### src/rtl/refdac_pkg.sv
package refdac_pkg;

    typedef enum logic [1:0] {
        SEQ_IDLE    = 2'd0,
        SEQ_PRESENT = 2'd1,
        SEQ_SETTLE  = 2'd2,
        SEQ_ADVANCE = 2'd3
    } seq_phase_e;

endpackage

### src/rtl/refdac_code_bank.sv
module refdac_code_bank #(
    parameter int NUM_SLOTS = 32,
    parameter int CODE_W    = 12,
    localparam int SLOT_W   = $clog2(NUM_SLOTS)
) (
    input  logic              clk,
    input  logic              rst_n,
    input  logic              wr_en,
    input  logic [SLOT_W-1:0] wr_addr,
    input  logic [CODE_W-1:0] wr_data,
    input  logic [SLOT_W-1:0] rd_addr,
    output logic [CODE_W-1:0] rd_data,
    input  logic [SLOT_W-1:0] fetch_addr,
    output logic [CODE_W-1:0] fetch_data
);

    logic [CODE_W-1:0] mem_q [NUM_SLOTS];
    logic [CODE_W-1:0] mem_d [NUM_SLOTS];

    always_comb begin
        for (int i = 0; i < NUM_SLOTS; i++) begin
            mem_d[i] = mem_q[i];
        end
        if (wr_en) begin
            mem_d[wr_addr] = wr_data;
        end
    end

    always_ff @(posedge clk) begin
        for (int i = 0; i < NUM_SLOTS; i++) begin
            if (!rst_n) begin
                mem_q[i] <= '0;
            end else begin
                mem_q[i] <= mem_d[i];
            end
        end
    end

    assign rd_data    = mem_q[rd_addr];
    assign fetch_data = mem_q[fetch_addr];

    AST_WRITE_LANDS: assert property (@(posedge clk) disable iff (!rst_n)
        wr_en |=> (mem_q[$past(wr_addr)] == $past(wr_data)));

    AST_NEIGHBOUR_KEPT: assert property (@(posedge clk) disable iff (!rst_n)
        (wr_en && (wr_addr != fetch_addr)) |=>
            (mem_q[$past(fetch_addr)] == $past(fetch_data)));

endmodule

### src/rtl/refdac_slot_picker.sv
module refdac_slot_picker #(
    parameter int NUM_SLOTS = 32,
    localparam int SLOT_W   = $clog2(NUM_SLOTS)
) (
    input  logic [SLOT_W-1:0]    cur_slot,
    input  logic [NUM_SLOTS-1:0] enable_mask,
    input  logic                 include_cur,
    output logic [SLOT_W-1:0]    next_slot,
    output logic                 any_enabled,
    output logic                 wrapped
);

    int          cand;
    logic        found;
    logic [SLOT_W-1:0] cand_w;

    always_comb begin
        next_slot   = cur_slot;
        any_enabled = |enable_mask;
        wrapped     = 1'b0;
        found       = 1'b0;
        cand        = 0;
        cand_w      = '0;
        for (int i = 0; i < NUM_SLOTS; i++) begin
            cand = int'(cur_slot) + i + (include_cur ? 0 : 1);
            if (cand >= NUM_SLOTS) begin
                cand = cand - NUM_SLOTS;
            end
            cand_w = cand[SLOT_W-1:0];
            if (!found && enable_mask[cand_w]) begin
                found     = 1'b1;
                next_slot = cand_w;
                wrapped   = !include_cur && (cand_w <= cur_slot);
            end
        end
    end

endmodule

### src/rtl/refdac_sequencer.sv
module refdac_sequencer
    import refdac_pkg::*;
#(
    parameter int NUM_SLOTS = 32,
    parameter int CODE_W    = 12,
    parameter int SETTLE_W  = 8,
    localparam int SLOT_W   = $clog2(NUM_SLOTS)
) (
    input  logic                 clk,
    input  logic                 rst_n,
    input  logic [NUM_SLOTS-1:0] slot_enable,
    input  logic [SETTLE_W-1:0]  settle_cycles,
    output logic [SLOT_W-1:0]    fetch_addr,
    input  logic [CODE_W-1:0]    fetch_data,
    output logic [CODE_W-1:0]    dac_code,
    output logic                 dac_load,
    output logic [NUM_SLOTS-1:0] hold_strobe
);

    typedef struct packed {
        seq_phase_e           phase;
        logic [SLOT_W-1:0]    slot;
        logic [SETTLE_W-1:0]  cnt;
        logic                 armed;
        logic [CODE_W-1:0]    code;
        logic                 load;
        logic [NUM_SLOTS-1:0] strobe;
    } seq_reg_t;

    seq_reg_t r_q, r_d;

    logic [SLOT_W-1:0] pick_next;
    logic              pick_any;
    logic              pick_wrap;
    logic              pick_incl;

    assign pick_incl = (r_q.phase == SEQ_IDLE);

    refdac_slot_picker #(
        .NUM_SLOTS (NUM_SLOTS)
    ) u_picker (
        .cur_slot    (r_q.slot),
        .enable_mask (slot_enable),
        .include_cur (pick_incl),
        .next_slot   (pick_next),
        .any_enabled (pick_any),
        .wrapped     (pick_wrap)
    );

    always_comb begin
        r_d        = r_q;
        r_d.load   = 1'b0;
        r_d.strobe = '0;
        unique case (r_q.phase)
            SEQ_IDLE: begin
                if (pick_any) begin
                    r_d.slot  = pick_next;
                    r_d.phase = SEQ_PRESENT;
                end
            end
            SEQ_PRESENT: begin
                r_d.code  = fetch_data;
                r_d.load  = 1'b1;
                r_d.cnt   = '0;
                r_d.phase = SEQ_SETTLE;
            end
            SEQ_SETTLE: begin
                if (r_q.cnt >= settle_cycles) begin
                    r_d.strobe[r_q.slot] = r_q.armed;
                    r_d.phase            = SEQ_ADVANCE;
                end else begin
                    r_d.cnt = r_q.cnt + 1'b1;
                end
            end
            SEQ_ADVANCE: begin
                if (pick_any) begin
                    r_d.slot  = pick_next;
                    r_d.phase = SEQ_PRESENT;
                    if (pick_wrap) begin
                        r_d.armed = 1'b1;
                    end
                end else begin
                    r_d.phase = SEQ_IDLE;
                end
            end
            default: r_d.phase = SEQ_IDLE;
        endcase
    end

    always_ff @(posedge clk) begin
        if (!rst_n) begin
            r_q <= '{phase: SEQ_IDLE, slot: '0, cnt: '0, armed: 1'b0,
                     code: '0, load: 1'b0, strobe: '0};
        end else begin
            r_q <= r_d;
        end
    end

    assign fetch_addr  = r_q.slot;
    assign dac_code    = r_q.code;
    assign dac_load    = r_q.load;
    assign hold_strobe = r_q.strobe;

    AST_LOAD_PULSE: assert property (@(posedge clk) disable iff (!rst_n)
        dac_load |=> !dac_load);

    AST_CODE_HELD: assert property (@(posedge clk) disable iff (!rst_n)
        !dac_load |-> $stable(dac_code));

    AST_STROBE_ONEHOT: assert property (@(posedge clk) disable iff (!rst_n)
        $onehot0(hold_strobe));

    AST_STROBE_PULSE: assert property (@(posedge clk) disable iff (!rst_n)
        (|hold_strobe) |=> (hold_strobe == '0));

    AST_NO_STROBE_UNARMED: assert property (@(posedge clk) disable iff (!rst_n)
        !r_q.armed |-> (hold_strobe == '0));

    AST_LOAD_NOT_WITH_STROBE: assert property (@(posedge clk) disable iff (!rst_n)
        dac_load |-> (hold_strobe == '0));

    AST_IDLE_QUIET: assert property (@(posedge clk) disable iff (!rst_n)
        ((r_q.phase == SEQ_IDLE) && (slot_enable == '0)) |=> !dac_load);

endmodule

### src/rtl/refdac_refresher.sv
module refdac_refresher #(
    parameter int NUM_SLOTS = 32,
    parameter int CODE_W    = 12,
    parameter int SETTLE_W  = 8,
    localparam int SLOT_W   = $clog2(NUM_SLOTS)
) (
    input  logic                 clk,
    input  logic                 rst_n,
    input  logic                 host_wr_en,
    input  logic [SLOT_W-1:0]    host_addr,
    input  logic [CODE_W-1:0]    host_wr_data,
    output logic [CODE_W-1:0]    host_rd_data,
    input  logic [NUM_SLOTS-1:0] slot_enable,
    input  logic [SETTLE_W-1:0]  settle_cycles,
    output logic [CODE_W-1:0]    dac_code,
    output logic                 dac_load,
    output logic [NUM_SLOTS-1:0] hold_strobe
);

    logic [SLOT_W-1:0] fetch_addr;
    logic [CODE_W-1:0] fetch_data;

    refdac_code_bank #(
        .NUM_SLOTS (NUM_SLOTS),
        .CODE_W    (CODE_W)
    ) u_bank (
        .clk        (clk),
        .rst_n      (rst_n),
        .wr_en      (host_wr_en),
        .wr_addr    (host_addr),
        .wr_data    (host_wr_data),
        .rd_addr    (host_addr),
        .rd_data    (host_rd_data),
        .fetch_addr (fetch_addr),
        .fetch_data (fetch_data)
    );

    refdac_sequencer #(
        .NUM_SLOTS (NUM_SLOTS),
        .CODE_W    (CODE_W),
        .SETTLE_W  (SETTLE_W)
    ) u_seq (
        .clk           (clk),
        .rst_n         (rst_n),
        .slot_enable   (slot_enable),
        .settle_cycles (settle_cycles),
        .fetch_addr    (fetch_addr),
        .fetch_data    (fetch_data),
        .dac_code      (dac_code),
        .dac_load      (dac_load),
        .hold_strobe   (hold_strobe)
    );

endmodule

### config.mk
export PLATFORM = sky130hd
export DESIGN_NAME = refdac_refresher
export DESIGN_NICKNAME = d
export VERILOG_FILES = /design/src/rtl/refdac_pkg.sv /design/src/rtl/refdac_code_bank.sv /design/src/rtl/refdac_slot_picker.sv /design/src/rtl/refdac_sequencer.sv /design/src/rtl/refdac_refresher.sv
export SDC_FILE = /design/constraint.sdc
export NUM_CORES = 2
export LEC_CHECK = 0
export BUFFER_PORTS_ARGS = -buffer_cell sky130_fd_sc_hd__buf_2
export CAP_MARGIN = 20
export CORE_MARGIN = 10
export CORE_UTILIZATION = 55
export CTS_CLUSTER_SIZE = 24
export DETAILED_ROUTE_END_ITERATION = 8
export PLACE_DENSITY_LB_ADDON = 0.15
export REMOVE_ABC_BUFFERS = 1
export SLEW_MARGIN = 30
export SYNTH_ARGS = -nofsm -noshare
export SYNTH_HDL_FRONTEND = slang
export SYNTH_HIERARCHICAL = 1
export SYNTH_SLANG_ARGS = --single-unit
### constraint.sdc
create_clock -name clk -period 16.4 [get_ports clk]
set_input_delay 3.28 -clock clk [delete_from_list [all_inputs] [get_ports clk]]
set_output_delay 3.28 -clock clk [all_outputs]
set_load 0.02 [all_outputs]
==> results.json <==
{
  "hold_class": "flip-flop to flip-flop",
  "synth_most_common_cell": "mux2i_1",
  "p_sw_w": 0.00266,
  "yosys_warnings": 6,
  "synthSimpleGateAreaFrac": 0.191,
  "regArea_sq_um": 8920,
  "critPathLaunchType": "input port",
  "switching_share": 0.472,
  "p_comb_frac": 0.598,
  "ys_top_cells_by_count": "mux2i_1 (696), nand2_1 (501), dfxtp_1 (445)",
  "cts_tree": "done",
  "yosysTopAreaCellShare": 0.272,
  "clock_path_buffers": 3,
  "clockRootBuffer": "clkbuf_16",
  "n_antenna_cell": 0,
  "port_buffers": 116,
  "synthMuxAreaShare": 0.279,
  "avgRoutedWirePerCell_um": 26.5,
  "grt_max_degree": 129,
  "setup_viol": 0,
  "ys_async_sr_fraction": 0,
  "fp-row-count": 89,
  "synth_top_family_by_area": "multiplexers",
  "outcome": "finished clean",
  "period_share": 0.631,
  "postCtsHoldBufs": 0,
  "grt_pass1_vias": 28551,
  "synth_xor_area_frac": 0.0134,
  "viasPerCell": 6.70,
  "tns_ns": 0,
  "initial_core_util": 0.555,
  "die-width_um": 264,
  "design_area_sq_um": 34400,
  "synth_enable_flop_cells": 0,
  "yosysSeqAreaShare": 0.272,
  "ys_ff_latch": 445,
  "critPathKind": "input port to primary output",
  "clock_latency_ns": 0.62,
  "detail-route-antenna-nets": 0,
  "worstMarginPinSlew_ns": 1.04,
  "ios": 117,
  "maxSlewViolCount": 0,
  "synth_cells": 3759,
  "core_area_sq_um": 59000,
  "fin_nets": 3690,
  "final_core_util": 0.583,
  "die_h_um": 264,
  "overflow": 0,
  "crit_path_end_kind": "primary output",
  "wirelength_um": 117000,
  "worstPathRequired_ns": 13.12,
  "synthDistinctLibCells": 100,
  "cts_num_sinks": 445,
  "grt_pass1_wl_um": 175000,
  "synth_compound_area_frac": 0.158,
  "synth_top_cell_by_area": "dfxtp_1",
  "synth.avg_cell_area_sq_um": 8.71,
  "post_cts.repair.setup_buffers": 0,
  "multi_input_area_sq_um": 21600,
  "cts_resized": 0,
  "htreeDepth": 2,
  "dpl.hpwl_um": 78000,
  "rsz0062_at_grt": "false",
  "drtIter0Drc": 3131,
  "syn_to_final_growth_pct": 5.17,
  "power_density_nw_per_um2": 164,
  "p_leak_nw": 12.3,
  "synth_area_sq_um": 32700,
  "yosys.area_share.adder": 0.0164,
  "clk_pin_slew_worst_paths_ns": 0.06,
  "die-area_sq_um": 69700,
  "synth_flop_cell": "dfxtp_1",
  "max_freq_mhz": 96.7,
  "dpl_cell_area_sq_um": 32800,
  "hold_viol": 0,
  "drtPass1Iterations": 6,
  "n_fill_cell": 5299,
  "fin_skew_ns": 0.0370,
  "holdWs_ns": 0.474,
  "pwr-share-seq": 0.200,
  "vdd_drop_max_uv": 124,
  "path_max_fanout": 67,
  "numCtsBuffers": 50,
  "vias": 29468,
  "ys_top_cells_by_area": "dfxtp_1 (27%), mux2i_1 (21%), nand2_1 (5.7%)",
  "max-slew-margin-rel": 0.291,
  "intPower_w": 0.00297,
  "cp.arrival_ns": 7.06,
  "grt_usage": 0.317,
  "clock_power_share": 0.202,
  "antenna_found_initial": 0,
  "drive_gt1_frac": 0.120,
  "routabilityCongestion": 0.995,
  "drv_cap": 0,
  "finalCriticalPeriod_ns": 10.34,
  "drc": 0
}
==> worst max-delay path, cell delays in order <==
cell and delay [ns]:
buf_8 0.30, buf_16 0.39, buf_4 0.70, buf_4 0.90, mux2i_1 0.28, a22oi_1 0.11
a31oi_1 0.51, nand3_1 0.24, buf_2 0.23
==> metrics by stage <==
stage / setup WS, ns / power, W / std cells
after CTS: 6.03 / 0.00555 / 4397
after global placement: 6.17 / 0.00439 / 4305
after global routing: 5.95 / 0.00585 / 4398
after floorplan: 0.382 / 0.00343 / 3364
final: 6.06 / 0.00563 / 4398
after detailed placement: 6.03 / 0.00442 / 4307
==> worst paths after layout <==
check        cells after the start                   to          startpoint  slack (ns)
max                              9      host_rd_data[8]        host_addr[1]        6.06
max reg2reg                     23  u_seq/fetch_addr[1]       u_seq/r_q[59]        8.56
min reg2reg                      2   u_bank/mem_q[1][9]  u_bank/mem_q[1][9]        0.47
min                              2   u_bank/mem_q[1][9]  u_bank/mem_q[1][9]        0.47
==> layout make-up <==
cell class,count,area share
multi-input combinational,2874,0.629
sequential,445,0.259
clock buffer,72,0.0411
timing repair buffer,171,0.0316
tap,773,0.0281
clock inverter,18,0.00672
inverter,45,0.00490
==> cells in the final DEF, fill, tap and decap left out, drive strengths merged, types with 19 or more instances in the layout <==
cell type,n
a211oi,19
a21boi,209
a21oi,129
a22o,49
a22oi,103
a31oi,35
buf,171
clkbuf,72
dfxtp,445
ha,43
inv,44
mux2,28
mux2i,696
mux4,82
nand2,501
nand2b,19
nand3,173
nand4,35
nor2,151
nor2b,215
nor3,52
nor4,21
o21ai,58
xnor2,25
==> power by group through the flow <==
stage | sequential, W | combinational, W | clock [W]
final | 0.00113 | 0.00337 | 0.00114
after global routing | 0.00113 | 0.00353 | 0.00119
after CTS | 0.00113 | 0.00328 | 0.00115
after detailed placement | 0.00115 | 0.00327 | 0
after global placement | 0.00115 | 0.00324 | 0
after floorplan | 0.00121 | 0.00222 | 0
==> sequential cells by signal (all words and copies together), names as in the netlist <==
name               flops
u_seq/dac_code        12
u_seq/hold_strobe     32
u_seq/fetch_addr       5
u_seq/r_q             11
u_bank/mem_q         384
u_seq/dac_load         1
==> metal layers <==
| layer | share of wire | GRT usage | vias to the layer above | routed length, um |
|---|---|---|---|---|
| met5 | 0 | 0 | - | 0 |
| met4 | 0.058 | 0.177 | 0 | 6780 |
| met3 | 0.079 | 0.0447 | 343 | 9180 |
| met2 | 0.47 | 0.524 | 1536 | 55000 |
| met1 | 0.39 | 0.391 | 14423 | 45700 |
| li1 | - | - | 13166 | - |
==> kinds of logic after synthesis <==
logic type | Yosys count
buf+inv | 440
compound gates | 736
xor+xnor | 41
flops | 445
mux | 806
simple gates | 1248
fa+ha+maj | 43
Power figures use the tool's default switching activity.
